===== config.mk =====
export PLATFORM = sky130hd
export DESIGN_NAME = dbg_status_unit
export DESIGN_NICKNAME = d
export VERILOG_FILES = /design/src/rtl/dbg_stat_pkg.sv /design/src/rtl/dbg_align_cmp.sv /design/src/rtl/dbg_sticky_bits.sv /design/src/rtl/dbg_status_unit.sv
export SDC_FILE = /design/constraint.sdc
export NUM_CORES = 1
export LEC_CHECK = 0
export ABC_AREA = 1
export BUFFER_PORTS_ARGS = -buffer_cell sky130_fd_sc_hd__buf_2
export CORE_ASPECT_RATIO = 0.7
export CORE_MARGIN = 2
export CORE_UTILIZATION = 44
export CTS_CLUSTER_DIAMETER = 200
export CTS_CLUSTER_SIZE = 40
export DETAILED_ROUTE_END_ITERATION = 16
export PLACE_DENSITY = 0.92
export SLEW_MARGIN = 30
export SYNTH_ARGS = -nofsm -noshare
export SYNTH_HDL_FRONTEND = slang
export SYNTH_SLANG_ARGS = --single-unit

===== constraint.sdc =====
create_clock -name clk -period 1.74 [get_ports clk]
set_input_delay 0.348 -clock clk [delete_from_list [all_inputs] [get_ports clk]]
set_output_delay 0.348 -clock clk [all_outputs]
set_load 0.03 [all_outputs]

===== src/rtl/dbg_stat_pkg.sv =====
package dbg_stat_pkg;
  localparam int NUM_TASKS = 16;
  localparam int TASK_W    = $clog2(NUM_TASKS);
  localparam int STAT_W    = 32;
  // lsb-indexed positions in the status word
  localparam int IDX_INTR  = NUM_TASKS + 2;
  localparam int IDX_EXT   = NUM_TASKS + 1;
  localparam int IDX_TRIG  = NUM_TASKS;
  localparam int STICKY_W  = NUM_TASKS + 2;
  localparam int RSVD_W    = STAT_W - STICKY_W - 1;

  typedef enum logic [1:0] {
    XS_BYTE  = 2'd0,
    XS_HALF  = 2'd1,
    XS_WORD  = 2'd2,
    XS_WORD3 = 2'd3
  } xsize_e;
endpackage


===== src/rtl/dbg_align_cmp.sv =====
module dbg_align_cmp
  import dbg_stat_pkg::*;
#(
  parameter int ADDR_W = 16
) (
  input  logic              bp_en,
  input  logic [ADDR_W-1:0] bp_addr,
  input  logic [1:0]        xfer_size,
  input  logic              xfer_valid,
  input  logic [ADDR_W-1:0] xfer_addr,
  output logic              hit
);
  logic [ADDR_W-1:0] mask;
  logic [ADDR_W-1:0] aligned;

  always_comb begin
    unique case (xsize_e'(xfer_size))
      XS_BYTE: mask = ADDR_W'(0);
      XS_HALF: mask = ADDR_W'(1);
      default: mask = ADDR_W'(3);
    endcase
    aligned = (bp_addr + mask) & ~mask;
    hit     = bp_en && xfer_valid && (xfer_addr == aligned);
  end
endmodule


===== src/rtl/dbg_sticky_bits.sv =====
module dbg_sticky_bits #(
  parameter int W = 18
) (
  input  logic         clk,
  input  logic         rst_n,
  input  logic [W-1:0] set_i,
  input  logic [W-1:0] clr_i,
  output logic [W-1:0] q_o
);
  for (genvar k = 0; k < W; k++) begin : g_bit
    logic d;
    logic en;

    always_comb begin
      en = set_i[k] | clr_i[k];
      d  = set_i[k] | (q_o[k] & ~clr_i[k]);
    end

    always_ff @(posedge clk or negedge rst_n) begin
      if (!rst_n)  q_o[k] <= 1'b0;
      else if (en) q_o[k] <= d;
    end
  end
endmodule


===== src/rtl/dbg_status_unit.sv =====
module dbg_status_unit
  import dbg_stat_pkg::*;
#(
  parameter int ADDR_W = 16
) (
  input  logic              clk,
  input  logic              rst_n,
  input  logic              bp_en,
  input  logic [ADDR_W-1:0] bp_addr,
  input  logic [1:0]        xfer_size,
  input  logic              xfer_valid,
  input  logic [ADDR_W-1:0] xfer_addr,
  input  logic [TASK_W-1:0] cur_task,
  input  logic              ext_bp,
  input  logic              irq_set,
  input  logic              irq_clr,
  input  logic              reg_wr,
  input  logic [STAT_W-1:0] reg_wdata,
  output logic [STAT_W-1:0] reg_rdata,
  output logic              halt_req
);
  logic                 hit;
  logic [NUM_TASKS-1:0] task_set;
  logic [STICKY_W-1:0]  stk_set;
  logic [STICKY_W-1:0]  stk_clr;
  logic [STICKY_W-1:0]  stk_q;
  logic                 intr_q;
  logic                 intr_d;
  logic                 intr_en;
  logic                 blk_cur;

  dbg_align_cmp #(.ADDR_W(ADDR_W)) cmp_i (
    .bp_en      (bp_en),
    .bp_addr    (bp_addr),
    .xfer_size  (xfer_size),
    .xfer_valid (xfer_valid),
    .xfer_addr  (xfer_addr),
    .hit        (hit)
  );

  // task n owns lsb position NUM_TASKS-1-n
  for (genvar k = 0; k < NUM_TASKS; k++) begin : g_task
    assign task_set[k] = hit && (cur_task == TASK_W'(NUM_TASKS - 1 - k));
  end

  always_comb begin
    stk_set = {ext_bp, hit, task_set};
    stk_clr = reg_wr ? reg_wdata[STICKY_W-1:0] : '0;
  end

  dbg_sticky_bits #(.W(STICKY_W)) stk_i (
    .clk   (clk),
    .rst_n (rst_n),
    .set_i (stk_set),
    .clr_i (stk_clr),
    .q_o   (stk_q)
  );

  always_comb begin
    intr_en = irq_set | irq_clr | reg_wr;
    if (irq_set)      intr_d = 1'b1;
    else if (irq_clr) intr_d = 1'b0;
    else if (reg_wr)  intr_d = reg_wdata[IDX_INTR];
    else              intr_d = intr_q;
  end

  always_ff @(posedge clk or negedge rst_n) begin
    if (!rst_n)       intr_q <= 1'b0;
    else if (intr_en) intr_q <= intr_d;
  end

  always_comb begin
    blk_cur = 1'b0;
    for (int k = 0; k < NUM_TASKS; k++) begin
      if (cur_task == TASK_W'(NUM_TASKS - 1 - k)) blk_cur = stk_q[k];
    end
    halt_req  = stk_q[IDX_TRIG] | blk_cur;
    reg_rdata = {{RSVD_W{1'b0}}, intr_q, stk_q};
  end
endmodule


==> flow_metrics.py <==
metrics = {
    "floorplanning": {
        "core_mm2": 0.003970,
        "rows": 19,
        "start_util_pct": 46.55,
        "die_y_um": 58.22,
        "dieWidth_um": 81.46,
        "die_area_mm2": 0.004743,
        "io_pins": 111,
    },
    "worst_setup_path": {
        "end_kind": "output port",
        "r2r-start": "stk_i.q_o[2]$_DFFE_PN0P_",
        "crit_fanout": 5,
        "cp_data_arrival_time_ns": 1.79,
        "r2r_slack_ns": 0.94,
        "start_kind": "input pin",
        "cp_data_required_time_ns": 1.39,
        "crit_type": "in -> out",
        "reg2regPathDepth": 3,
        "reg2reg_to": "stk_i.q_o[2]$_DFFE_PN0P_",
    },
    "clock_network": {
        "clkTransAtPathRegs_ns": 0.07,
        "clock_latency_ns": 0.26,
        "cts_tree": "yes",
        "cts-root-buf": "clkbuf_8",
        "cts_buffers": 3,
        "cts_sinks": 19,
        "cts.hold.buffers_added": 0,
        "htreeDepth": 1,
        "clock_path_buffers": 2,
    },
    "sta": {
        "fin_crit_ns": 2.137,
        "hold_ws_ns": 0.02878,
        "fmax_mhz": 468.0,
        "clock_skew_ns": 0,
        "finalSetupViolCount": 18,
        "finalWorstSetupSlack_ns": -0.3969,
        "rsz0062_at_grt": "yes",
        "finalCritPeriodShare_pct": 122.8,
        "drv_slew": 0,
        "fin_setup_tns_ns": -5.485,
        "hold_viol_final": 0,
    },
    "grt": {
        "grt_max_degree": 21,
        "grt_pass1_vias": 2251,
        "gr-total-overflow": 0,
        "grt_util_all_layers_pct": 28.45,
        "antenna_found_initial": 0,
        "grt_first_pass_wirelength_um": 10450,
    },
    "detailed_routing": {
        "viasPerCell": 5.572,
        "drt-initial-drc-count": 422,
        "wl_um": 7451,
        "routedWlPerCell_um": 16.27,
        "dr_wl_met2_um": 3332,
        "met1_length_um": 2724,
        "drc": 0,
        "vias": 2552,
        "antenna_left": 0,
        "drt_pass1_iterations": 6,
        "wl_met3_um": 886,
        "maxUsedRoutingLayer": "met4",
    },
    "synth": {
        "synth_cell_type_count": 35,
        "synth_flop_cell": "dfrtp_1",
        "ys.warnings.count": 0,
        "synthMuxAreaShare_pct": 0,
        "yosys.area_share.simple_pct": 43.53,
        "syn_inst": 285,
        "syn-cell-area_mm2": 0.001848,
        "yosysSeqAreaShare_pct": 25.73,
        "async_flop_share_pct": 100.0,
        "synth_top_family_by_area": "simple AND/OR/NAND/NOR gates",
        "synth-compound-area-share_pct": 5.890,
        "synthXorXnorAreaFrac_pct": 9.479,
        "synth_edf_count": 0,
        "yosys_register_bits": 19,
        "synth-adder-area-share_pct": 1.760,
        "synth_area_per_cell_um2": 6.484,
    },
    "layout": {
        "layout.cells.most_common_list": "nand2_1 (84), buf_2 (77), buf_4 (36)",
        "final_util_pct": 71.45,
        "areaGrowthSynthToFinish_pct": 53.49,
        "finalNonFillerCells": 458,
        "drive_gt1_share_pct": 44.09,
        "final_cell_area_mm2": 0.002836,
        "nets": 487,
        "layout_commonest_cell": "nand2_1",
        "diodes": 0,
    },
    "placed_design": {
        "dpl.hpwl_um": 4516,
        "port_buffers": 84,
        "place_area_mm2": 0.002497,
        "gp_congestion": 0.9505,
        "dp.cells": 444,
        "post-place-ws_ns": -0.5675,
    },
    "power_and_ir_drop": {
        "internal_power_mw": 0.8097,
        "power_frac_comb_pct": 39.3,
        "switching_share_pct": 35.12,
        "fin_total_pwr_mw": 1.248,
        "seqPwrFrac_pct": 35.8,
        "clkPwrFrac_pct": 24.9,
        "p_switching_mw": 0.4383,
        "power.leakage_nw": 1.580,
        "ir_worst_vdd_v": 0.0005305,
        "power_density_mw_per_mm2": 440.0,
    },
    "flow_run": {
        "drv_cap": 0,
    },
    "hold_path": {
        "hold_path.class": "in -> async",
    },
    "outcome": {
        "violations": "setup timing",
        "outcome": "finished, violations left",
    },
}
==> critical path: stages <==
cell and delay [ns]:
buf_2 0.14, inv_1 0.10, nor2_1 0.19, inv_1 0.18
nor2_1 0.26, a21oi_1 0.09, nand4_1 0.10, nand2_1 0.05
nand3_1 0.07, nand2_1 0.06, nand2_2 0.07, buf_6 0.13
==> logic make-up after synthesis <==
| logic type | after synthesis |
|---|---|
| AOI/OAI and AO/OA | 17 |
| xor gates and xnor gates | 20 |
| adders and majority gates | 2 |
| buffers and inverters | 48 |
| DFF | 19 |
| other | 1 |
| and+or+nand+nor | 178 |
==> flip-flops by register name, indices dropped and copies added (netlist names) <==
register and flops:
stk_i.q_o 18, intr_q 1
==> how the worst max path moves through the flow <==
stage,startpoint,endpoint,slack (ns),cells past startpoint
floorplan,xfer_size[0],stk_i.q_o[11]$_DFFE_PN0P_,-0.27,12
global placement,xfer_size[0],stk_i.q_o[2]$_DFFE_PN0P_,-0.48,12
detailed placement,xfer_size[1],stk_i.q_o[14]$_DFFE_PN0P_,-0.57,12
CTS,xfer_size[0],stk_i.q_o[0]$_DFFE_PN0P_,-0.26,12
global route,cur_task[2],halt_req,-0.48,12
finish,cur_task[2],halt_req,-0.40,12
==> layout make-up <==
type	instances	area, um^2
multi-input cells	232	1363
fillers	268	1134
repair buffers	122	779.5
flip-flops and latches	19	475.5
inverters	29	108.9
well taps	52	65.06
clock buffers	4	45.04
==> routing by layer <==
metal | up-vias | global-route usage, %
met5 | - | 0
met4 | 0 | 8.475
met3 | 71 | 5.296
met2 | 247 | 48.71
met1 | 1117 | 36.57
li1 | 1117 | -
==> cell usage after synthesis (2+ instances only) <==
cell type | instances | area (um^2)
a21o_1 | 2 | 15.01
a21oi_1 | 5 | 25.02
buf_4 | 14 | 105.1
buf_6 | 2 | 22.52
clkbuf_1 | 3 | 11.26
dfrtp_1 | 19 | 475.5
inv_1 | 28 | 105.1
nand2_1 | 94 | 352.8
nand2_2 | 5 | 31.28
nand3_1 | 28 | 140.1
nand4_1 | 7 | 43.79
nor2_1 | 32 | 120.1
nor2_4 | 2 | 22.52
nor3_1 | 2 | 10.01
o21ai_0 | 3 | 15.01
o31ai_1 | 2 | 15.01
xnor2_1 | 7 | 61.31
xor2_1 | 13 | 113.9
==> timing repair <==
item,4_1_cts,5_1_grt
buffers inserted,4,4
pin swaps,13,20
cloned,3,0
hold endpoints to repair,0,0
endpoints found under the setup margin,18,18
gates resized for setup,26,28
==> power by group through the flow <==
stage	clock [mW]	combinational [mW]	sequential, mW
after floorplan	0	0.233	0.458
after global placement	0	0.386	0.455
after detailed placement	0	0.398	0.454
after CTS	0.307	0.433	0.446
after global routing	0.334	0.523	0.447
final	0.311	0.491	0.446
Power figures use the tool's default switching activity.
